===== src/rtl/sync_pkg.sv =====
package sync_pkg;
  localparam int CFG_STRIDE = 4;

  typedef struct packed {
    logic irq_en;
    logic open_drain;
    logic latch_mode;
  } ch_cfg_t;

  localparam int CH_CFG_W = $bits(ch_cfg_t);

  // Returns {oe, out} for a shared pin given its level and mapping.
  function automatic logic [1:0] pin_drive(ch_cfg_t cfg, logic loaded, logic level);
    if (!loaded || cfg.latch_mode) return 2'b00;
    if (cfg.open_drain)            return {~level, 1'b0};
    return {1'b1, level};
  endfunction
endpackage


===== src/rtl/sync_cfg_regs.sv =====
module sync_cfg_regs
  import sync_pkg::*;
#(
  parameter int NUM_CH = 2,
  parameter int LEN_W  = 16,
  parameter int DATA_W = 16
) (
  input  logic                         clk,
  input  logic                         rst_n,
  input  logic                         wr_en,
  input  logic                         wr_addr,
  input  logic [DATA_W-1:0]            wr_data,
  output logic                         wr_ack,
  output logic [NUM_CH*CH_CFG_W-1:0]   cfg_o,
  output logic [LEN_W-1:0]             len_o
);
  localparam int CFG_W = NUM_CH * CH_CFG_W;

  logic [CFG_W-1:0] cfg_wr;

  for (genvar c = 0; c < NUM_CH; c++) begin : g_pack
    assign cfg_wr[c*CH_CFG_W +: CH_CFG_W] = wr_data[c*CFG_STRIDE +: CH_CFG_W];
  end

  always_ff @(posedge clk) begin
    if (!rst_n) begin
      cfg_o  <= '0;
      len_o  <= '0;
      wr_ack <= 1'b0;
    end else begin
      wr_ack <= wr_en;
      if (wr_en && !wr_addr) cfg_o <= cfg_wr;
      if (wr_en &&  wr_addr) len_o <= wr_data[LEN_W-1:0];
    end
  end
endmodule


===== src/rtl/sync_channel.sv =====
module sync_channel #(
  parameter int LEN_W = 16
) (
  input  logic             clk,
  input  logic             rst_n,
  input  logic             trig,
  input  logic             ack,
  input  logic [LEN_W-1:0] len,
  input  logic             irq_en,
  output logic             sync_next,
  output logic             sync_o,
  output logic             irq_o
);
  logic [LEN_W-1:0] cnt_q, cnt_d;
  logic             hold_q, hold_d;
  logic             irq_d;

  function automatic logic [LEN_W-1:0] count_step(logic [LEN_W-1:0] cnt);
    return (cnt != '0) ? cnt - 1'b1 : '0;
  endfunction

  always_comb begin
    if (trig) begin
      sync_next = 1'b1;
      cnt_d     = len;
      hold_d    = (len == '0);
    end else if (hold_q) begin
      sync_next = ~ack;
      cnt_d     = '0;
      hold_d    = ~ack;
    end else begin
      sync_next = (cnt_q > 1);
      cnt_d     = count_step(cnt_q);
      hold_d    = 1'b0;
    end
    irq_d = (trig & irq_en) | (irq_o & ~ack);
  end

  always_ff @(posedge clk) begin
    if (!rst_n) begin
      cnt_q  <= '0;
      hold_q <= 1'b0;
      sync_o <= 1'b0;
      irq_o  <= 1'b0;
    end else begin
      cnt_q  <= cnt_d;
      hold_q <= hold_d;
      sync_o <= sync_next;
      irq_o  <= irq_d;
    end
  end
endmodule


===== src/rtl/sync_pin_stage.sv =====
module sync_pin_stage
  import sync_pkg::*;
(
  input  logic    clk,
  input  logic    rst_n,
  input  ch_cfg_t cfg,
  input  logic    loaded,
  input  logic    level_next,
  input  logic    pin_in,
  output logic    oe,
  output logic    out,
  output logic    latch
);
  logic [1:0] drive_d;

  assign drive_d = pin_drive(cfg, loaded, level_next);
  assign latch   = loaded & cfg.latch_mode & pin_in;

  always_ff @(posedge clk) begin
    if (!rst_n) begin
      oe  <= 1'b0;
      out <= 1'b0;
    end else begin
      oe  <= drive_d[1];
      out <= drive_d[0];
    end
  end
endmodule


===== src/rtl/sync_pulse_ctrl.sv =====
module sync_pulse_ctrl
  import sync_pkg::*;
#(
  parameter int NUM_CH = 2,
  parameter int LEN_W  = 16,
  parameter int DATA_W = 16
) (
  input  logic              clk,
  input  logic              rst_n,
  input  logic              cfg_loaded,
  input  logic [NUM_CH-1:0] trig,
  input  logic [NUM_CH-1:0] sync_ack,
  input  logic              reg_wr_en,
  input  logic              reg_wr_addr,
  input  logic [DATA_W-1:0] reg_wr_data,
  output logic              reg_wr_ack,
  output logic [NUM_CH-1:0] sync_evt,
  output logic [NUM_CH-1:0] irq_req,
  output logic              irq_o,
  input  logic [NUM_CH-1:0] pin_in,
  output logic [NUM_CH-1:0] pin_oe,
  output logic [NUM_CH-1:0] pin_out,
  output logic [NUM_CH-1:0] latch_o
);
  localparam int CFG_W = NUM_CH * CH_CFG_W;

  logic [CFG_W-1:0]  cfg_q;
  logic [LEN_W-1:0]  len_q;
  logic [NUM_CH-1:0] sync_next;

  sync_cfg_regs #(.NUM_CH(NUM_CH), .LEN_W(LEN_W), .DATA_W(DATA_W)) regs_i (
    .clk     (clk),
    .rst_n   (rst_n),
    .wr_en   (reg_wr_en),
    .wr_addr (reg_wr_addr),
    .wr_data (reg_wr_data),
    .wr_ack  (reg_wr_ack),
    .cfg_o   (cfg_q),
    .len_o   (len_q)
  );

  for (genvar c = 0; c < NUM_CH; c++) begin : g_ch
    ch_cfg_t ch_cfg;
    assign ch_cfg = ch_cfg_t'(cfg_q[c*CH_CFG_W +: CH_CFG_W]);

    sync_channel #(.LEN_W(LEN_W)) chan_i (
      .clk       (clk),
      .rst_n     (rst_n),
      .trig      (trig[c]),
      .ack       (sync_ack[c]),
      .len       (len_q),
      .irq_en    (ch_cfg.irq_en),
      .sync_next (sync_next[c]),
      .sync_o    (sync_evt[c]),
      .irq_o     (irq_req[c])
    );

    sync_pin_stage pin_i (
      .clk        (clk),
      .rst_n      (rst_n),
      .cfg        (ch_cfg),
      .loaded     (cfg_loaded),
      .level_next (sync_next[c]),
      .pin_in     (pin_in[c]),
      .oe         (pin_oe[c]),
      .out        (pin_out[c]),
      .latch      (latch_o[c])
    );
  end

  assign irq_o = |irq_req;
endmodule


===== config.mk =====
export PLATFORM = sky130hd
export DESIGN_NAME = sync_pulse_ctrl
export DESIGN_NICKNAME = d
export VERILOG_FILES = /design/src/rtl/sync_pkg.sv /design/src/rtl/sync_cfg_regs.sv /design/src/rtl/sync_channel.sv /design/src/rtl/sync_pin_stage.sv /design/src/rtl/sync_pulse_ctrl.sv
export SDC_FILE = /design/constraint.sdc
export NUM_CORES = 1
export LEC_CHECK = 0
export ABC_CLOCK_PERIOD_IN_PS = 1900
export BUFFER_PORTS_ARGS = -buffer_cell sky130_fd_sc_hd__clkbuf_2
export CORE_ASPECT_RATIO = 1.2
export CORE_MARGIN = 2
export CORE_UTILIZATION = 45
export CTS_CLUSTER_DIAMETER = 30
export DETAILED_ROUTE_END_ITERATION = 8
export PLACE_DENSITY = 0.72
export SLEW_MARGIN = 5
export SYNTH_ARGS = -nofsm -noshare
export SYNTH_HDL_FRONTEND = slang
export SYNTH_SLANG_ARGS = --single-unit
export TNS_END_PERCENT = 50

===== constraint.sdc =====
create_clock -name clk -period 1.9 [get_ports clk]
set_input_delay 0.38 -clock clk [delete_from_list [all_inputs] [get_ports clk]]
set_output_delay 0.38 -clock clk [all_outputs]
set_load 0.1 [all_outputs]

==> run_results.csv, run 1 <==
group,metric,value,unit
floorplan,die_h,93.6,um
critical_path,startpoint_type,"flip-flop",
sta,hold_viol,0,
floorplan,die_area,0.00737,mm2
critical_path,cp-end-kind,"flip-flop",
grt,grt_pass1_wl,10.9,mm
sta,grt_setup_unrepaired,"true",
layout,drive_gt1_share,22.8,%
grt,antenna_found_initial,0,
synth,synth_warnings,0,
sta,tightestPinTransition,0.586,ns
routing,drtAntennaViolNets,0,
synth,netlist_area,0.00301,mm2
clocking,hold_buffers,0,
sta,setup_ws,0.0958,ns
clocking,cts_buffers,9,
critical_path,path_class,"flip-flop to flip-flop",
floorplan,start_util,46.7,%
grt,grtUsageTotal,18.8,%
sta,setup_viol,0,
min_path,whs_path_depth,3,
sta,slew_headroom,60.8,%
routing,vias,2426,
sta,min_period,1.80,ns
placed_design,hpwlAfterDp,4.62,mm
routing,firstDrtPassIters,5,
min_path,hp-class,"input port to flip-flop",
power,ir_drop,0.958,mV
floorplan,io_pins,39,
routing,drcViolationCount,0,
floorplan,coreArea,0.00645,mm2
floorplan,row_count,32,
routing,finalWirelength,6.21,mm
critical_path,r2r-start,"g_ch[1].chan_i.cnt_q[11]",
grt,met3_usage,4.54,%
power,power_density,1940,mW/mm2
min_path,hold_start,"reg_wr_data[13]",
synth,ys_types,40,
grt,grtUsageMet1,22.6,%
layout,final_net_count,427,
grt,grt_pass1_vias,2429,
placed_design,place_congestion,0.895,
layout,antenna_cells,0,
synth,synth.area.top_cells,"dfxtp_1, nand2_1, a21boi_0",
critical_path,rrSetupSlack,0.1,ns
sta,final.setup.tns,0,ns
placed_design,pre_cts_slack,-0.0728,ns
clocking,clk_pin_slew,0.07,ns
grt,gr-max-usage-layer,"met2",
synth,synth_top_area_cell,"dfxtp_1",
synth,synth_area_per_cell,8.58,um2
grt,grt_max_degree,17,
sta,finalCritPeriodShare,95.0,%
critical_path,critPathRequiredTime,2.12,ns
grt,grt-ovfl-total,0,
clocking,cts.path.max_buffers,2,
critical_path,worst_ep_arrival_time,2.03,ns
clocking,clock_latency,0.35,ns
critical_path,rr_endpoint,"g_ch[1].chan_i.cnt_q[9]",
critical_path,cp_max_fo,7,
job,drv_cap,0,
clocking,cts-root-buf,"clkbuf_8",
clocking,cts_tree,"done",
routing,drt_iter0_markers,62,
critical_path,r2r_cells,6,
sta,maxSlewViolCount,0,
synth,synth-seq-area-share,43.2,%
synth,synthCells,351,
floorplan,fp.dieW,78.7,um
power,p_leak,0.00143,uW
clocking,clock_sinks,65,
outcome,status,"completed",
clocking,htree_levels,3,
routing,wl_per_cell,12.8,um
routing,via_per_inst,5.01,
layout,post-route-util,54.9,%
min_path,worstHoldEndpoint,"regs_i.len_o[13]",
layout,area_delta_synth_final,17.5,%
synth,ys_seq_elements,65,
synth,synthDominantCellAreaShare,43.2,%
placed_design,port_buffers,38,
sta,fmax,554,MHz
sta,skew,0.0144,ns
synth,synth_nets,384,
grt,grtUsageMet2,31.8,%
[cells in the final DEF, fill, tap and decap left out, types with 6 or more instances in the layout]
master    count
nand2_1      76
dfxtp_1      65
clkbuf_2     38
o21ai_0      22
a21boi_0     18
buf_4        17
nor2_1       16
xor2_1       14
nor2b_1      12
xnor2_1      12
o21ai_2      11
nor4_1       10
clkbuf_8     10
nor3_1        9
nand3_1       6
[area by class of cell]
cell class | count | area [um2]
Tap cell | 85 | 106
Clock buffer | 10 | 138
Inverter | 6 | 22.5
Timing Repair Buffer | 55 | 318
Clock inverter | 6 | 90.1
Sequential cell | 65 | 1300
Multi-Input combinational cell | 257 | 1560
Fill cell | 611 | 2910
[worst max-delay path, stage by stage, from the launching register on]
cell and delay [ns]:
dfxtp_1 0.35, or4_4 0.56, and4bb_1 0.31, nand3_1 0.10
nand3_2 0.11, buf_4 0.16, o21ai_0 0.09
[kinds of logic after synthesis]
logic type,synth area share (%)
muxes,1.66
AOI/OAI and AO/OA,13.3
DFF,43.2
adders and majority gates,2.49
xor gates and xnor gates,7.56
buffers and inverters,5.40
and+or+nand+nor,26.4
[per-stage QoR]
step	instance area, um2	std cells	hold slack, ns	power (uW)
final	3540	484	0.269	6870
after CTS	3520	483	0.255	6820
after detailed placement	3290	467	0.413	5450
after global routing	3540	484	0.272	7430
after global placement	3290	467	0.424	5400
after floorplan	3010	351	0.400	4690
[Yosys cell counts]
cell type  count
nor2_1        16
xnor2_1       12
o31ai_1        1
dfxtp_1       65
o31a_1         1
nand3_2        1
buf_12         1
or4_4          1
and3_1         3
mux2i_1        5
nor3_2         2
ha_1           6
o21ai_2       10
and4bb_1       1
nor2b_1       12
clkbuf_1      12
xor2_1        14
nand4_1        2
o21ai_1        1
nor3b_1        5
nand2b_1       3
nand3_1        6
inv_1          6
a21oi_1        4
a32oi_1        1
o21ai_0       22
nor3_1         9
o21a_1         1
buf_4         10
or2_2          1
nor4_1        10
a21boi_0      18
or4b_1         1
and2_1         5
nand3b_1       3
or4_1          1
o21ba_2        1
nor4b_1        1
and4_1         1
nand2_1       76
[sequential cells by signal, summed over array words and instances, names as in the netlist]
signal and flops:
g_ch.chan_i.irq_o 2, regs_i.len_o 16, regs_i.cfg_o 6, g_ch.pin_i.out 2, g_ch.chan_i.hold_q 2, g_ch.chan_i.sync_o 2, g_ch.pin_i.oe 2, regs_i.wr_ack 1
g_ch.chan_i.cnt_q 32
[report_power, final]
group          internal, uW  total (uW)  switching [uW]
registers              1750        2140             385
clock network           779        1320             544
logic                  1590        3400            1810
total                  4130        6870            2740
[per-layer routing]
| metal | routed length, um | vias to the layer above |
|---|---|---|
| met5 | 0 | - |
| met4 | 118 | 0 |
| met3 | 300 | 10 |
| met2 | 2940 | 58 |
| met1 | 2840 | 1095 |
| li1 | - | 1263 |
[worst max path at each step]
stage,start,slack [ns],endpoint
6_report,g_ch[1].chan_i.cnt_q[11],0.1,g_ch[1].chan_i.cnt_q[9]
5_1_grt,g_ch[1].chan_i.cnt_q[11],-0.004,g_ch[1].chan_i.cnt_q[7]
4_1_cts,g_ch[1].chan_i.cnt_q[1],0.04,g_ch[1].chan_i.cnt_q[12]
3_5_place_dp,g_ch[0].chan_i.cnt_q[8],-0.07,g_ch[0].chan_i.cnt_q[11]
3_3_place_gp,g_ch[0].chan_i.cnt_q[8],0.02,g_ch[0].chan_i.cnt_q[7]
2_1_floorplan,g_ch[1].chan_i.cnt_q[0],0.14,g_ch[1].chan_i.cnt_q[12]
[timing repair]
item | in CTS | in global routing
endpoints found under the setup margin | 15 | 4
endpoints found under the hold margin | 0 | 0
pin swaps | 0 | 1
gates resized for setup | 1 | 4
setup buffers | 0 | 1
Note: power is estimated with default switching activity, not from simulation.
==> run 2, diff against run 1 <==
ABC_CLOCK_PERIOD_IN_PS = 1950   (was 1900)
PLACE_DENSITY = 0.7   (was 0.72)
clock period = 1.95 ns   (was 1.9 ns; I/O delays follow)
==> run 2 against run 1 <==
Compared with the run above:
- via count rose by 0.12%
- wire length rose by 3.3%
- largest cell class unchanged
- worst hold slack improved by 0.0082 ns
- largest power group unchanged
- cell area down 1.1%
==> run_results.csv, run 2 (synthesis gave the netlist of run 1 again) <==
group,metric,value,unit
grt,antenna_found_initial,0,
placed_design,dpl_cell_area,0.00327,mm2
sta,finalCritPeriodShare,92.6,%
layout,drive_gt1_share,21.1,%
floorplan,die_area,0.00737,mm2
min_path,hp-class,"input port to flip-flop",
sta,fmax,554,MHz
grt,grt_pass1_vias,2420,
clocking,cts_tree,"done",
clocking,clk_pin_slew,0.07,ns
routing,firstDrtPassIters,4,
critical_path,cp-end-kind,"flip-flop",
grt,grtUsageTotal,19.4,%
power,ir_drop,0.994,mV
sta,tightestPinTransition,0.577,ns
placed_design,place_congestion,0.856,
layout,layout_common_cells,"nand2_1, dfxtp_1, clkbuf_2",
layout,largestRegisters,"g_ch.chan_i.cnt_q (32), regs_i.len_o (16), regs_i.cfg_o (6)",
layout,regMostFlops,"g_ch.chan_i.cnt_q",
routing,drtAntennaViolNets,0,
outcome,status,"completed",
routing,via_per_inst,5.07,
routing,vias,2429,
sta,skew,0.00959,ns
routing,drcViolationCount,0,
floorplan,row_count,32,
routing,finalWirelength,6.41,mm
clocking,clock_latency,0.34,ns
grt,grt-ovfl-total,0,
sta,hold_viol,0,
layout,largest_register_ffs,32,
routing,drt_iter0_markers,98,
placed_design,hpwlAfterDp,4.67,mm
layout,layout_commonest_cell,"nand2_1",
grt,grt_max_degree,24,
layout,area_delta_synth_final,16.2,%
critical_path,path_class,"flip-flop to flip-flop",
clocking,cts-root-buf,"clkbuf_8",
sta,grt_setup_unrepaired,"false",
layout,antenna_cells,0,
grt,grt_pass1_wl,11.1,mm
placed_design,port_buffers,38,
clocking,cts.path.max_buffers,2,
floorplan,fp.dieW,78.7,um
clocking,hold_buffers,0,
critical_path,cp_max_fo,4,
sta,maxSlewViolCount,0,
sta,slew_headroom,61.5,%
critical_path,startpoint_type,"flip-flop",
floorplan,start_util,46.7,%
layout,final_net_count,422,
layout,final_area,0.00350,mm2
floorplan,io_pins,39,
clocking,clock_sinks,65,
critical_path,critPathRequiredTime,2.19,ns
floorplan,coreArea,0.00645,mm2
clocking,cts_buffers,9,
critical_path,worst_ep_arrival_time,2.04,ns
power,power_density,1890,mW/mm2
floorplan,die_h,93.6,um
sta,min_period,1.81,ns
sta,final.setup.tns,0,ns
job,drv_cap,0,
routing,wl_per_cell,13.4,um
sta,setup_viol,0,
power,p_leak,0.00142,uW
clocking,htree_levels,3,
run 2: layout make-up:
class,count,area (um2)
Fill cell,621,2950
Clock inverter,5,78.8
Multi-Input combinational cell,257,1560
Inverter,6,22.5
Clock buffer,11,141
Timing Repair Buffer,50,293
Tap cell,85,106
Sequential cell,65,1300
run 2: what timing repair did:
action,in CTS,in global routing
buffers inserted,0,0
resized for setup,0,3
endpoints found under the setup margin,0,2
run 2: metrics by stage:
stage	setup slack (ns)	total power (uW)	cells	hold slack [ns]	utilization, %
finish	0.145	6630	479	0.277	54.3
global placement	0.216	5230	463	0.426	50.7
floorplan	0.188	4570	351	0.400	-
CTS	0.115	6600	479	0.272	54.2
detailed placement	0.134	5290	463	0.433	50.7
global route	0.00629	7130	479	0.276	54.3
run 2: layer usage:
layer  part of all wire, %  up-vias  GRT usage [%]  routed length [um]
met4                   2.3        0           9.65                 148
met3                   4.1       12           3.28                 262
li1                      -     1255              -                   -
met2                    48       51           32.8                3100
met5                     0        -              0                   0
met1                    45     1111           23.9                2890
run 2: worst paths after layout:
check | start | to | slack (ns) | depth (start not counted)
setup reg to reg | g_ch[1].chan_i.cnt_q[1] | g_ch[1].chan_i.cnt_q[14] | 0.14 | 7
hold reg to reg | regs_i.cfg_o[4] | g_ch[1].pin_i.out | 0.44 | 1
setup / recovery | g_ch[1].chan_i.cnt_q[1] | g_ch[1].chan_i.cnt_q[14] | 0.14 | 7
hold / removal | reg_wr_data[15] | regs_i.len_o[15] | 0.28 | 3
run 2: worst max-delay path: stages, from the launching register on:
cell and delay [ns]:
dfxtp_1 0.33, inv_1 0.12, ha_1 0.17, or4b_4 0.48
nor3_4 0.22, nand3b_1 0.12, xor2_1 0.20, o21ai_2 0.06
run 2: where the power goes:
part,internal (uW),leakage (uW),switching [uW]
Combinational,1500,0.000770,1770
Sequential,1710,0.000533,389
Clock,753,0.000113,517
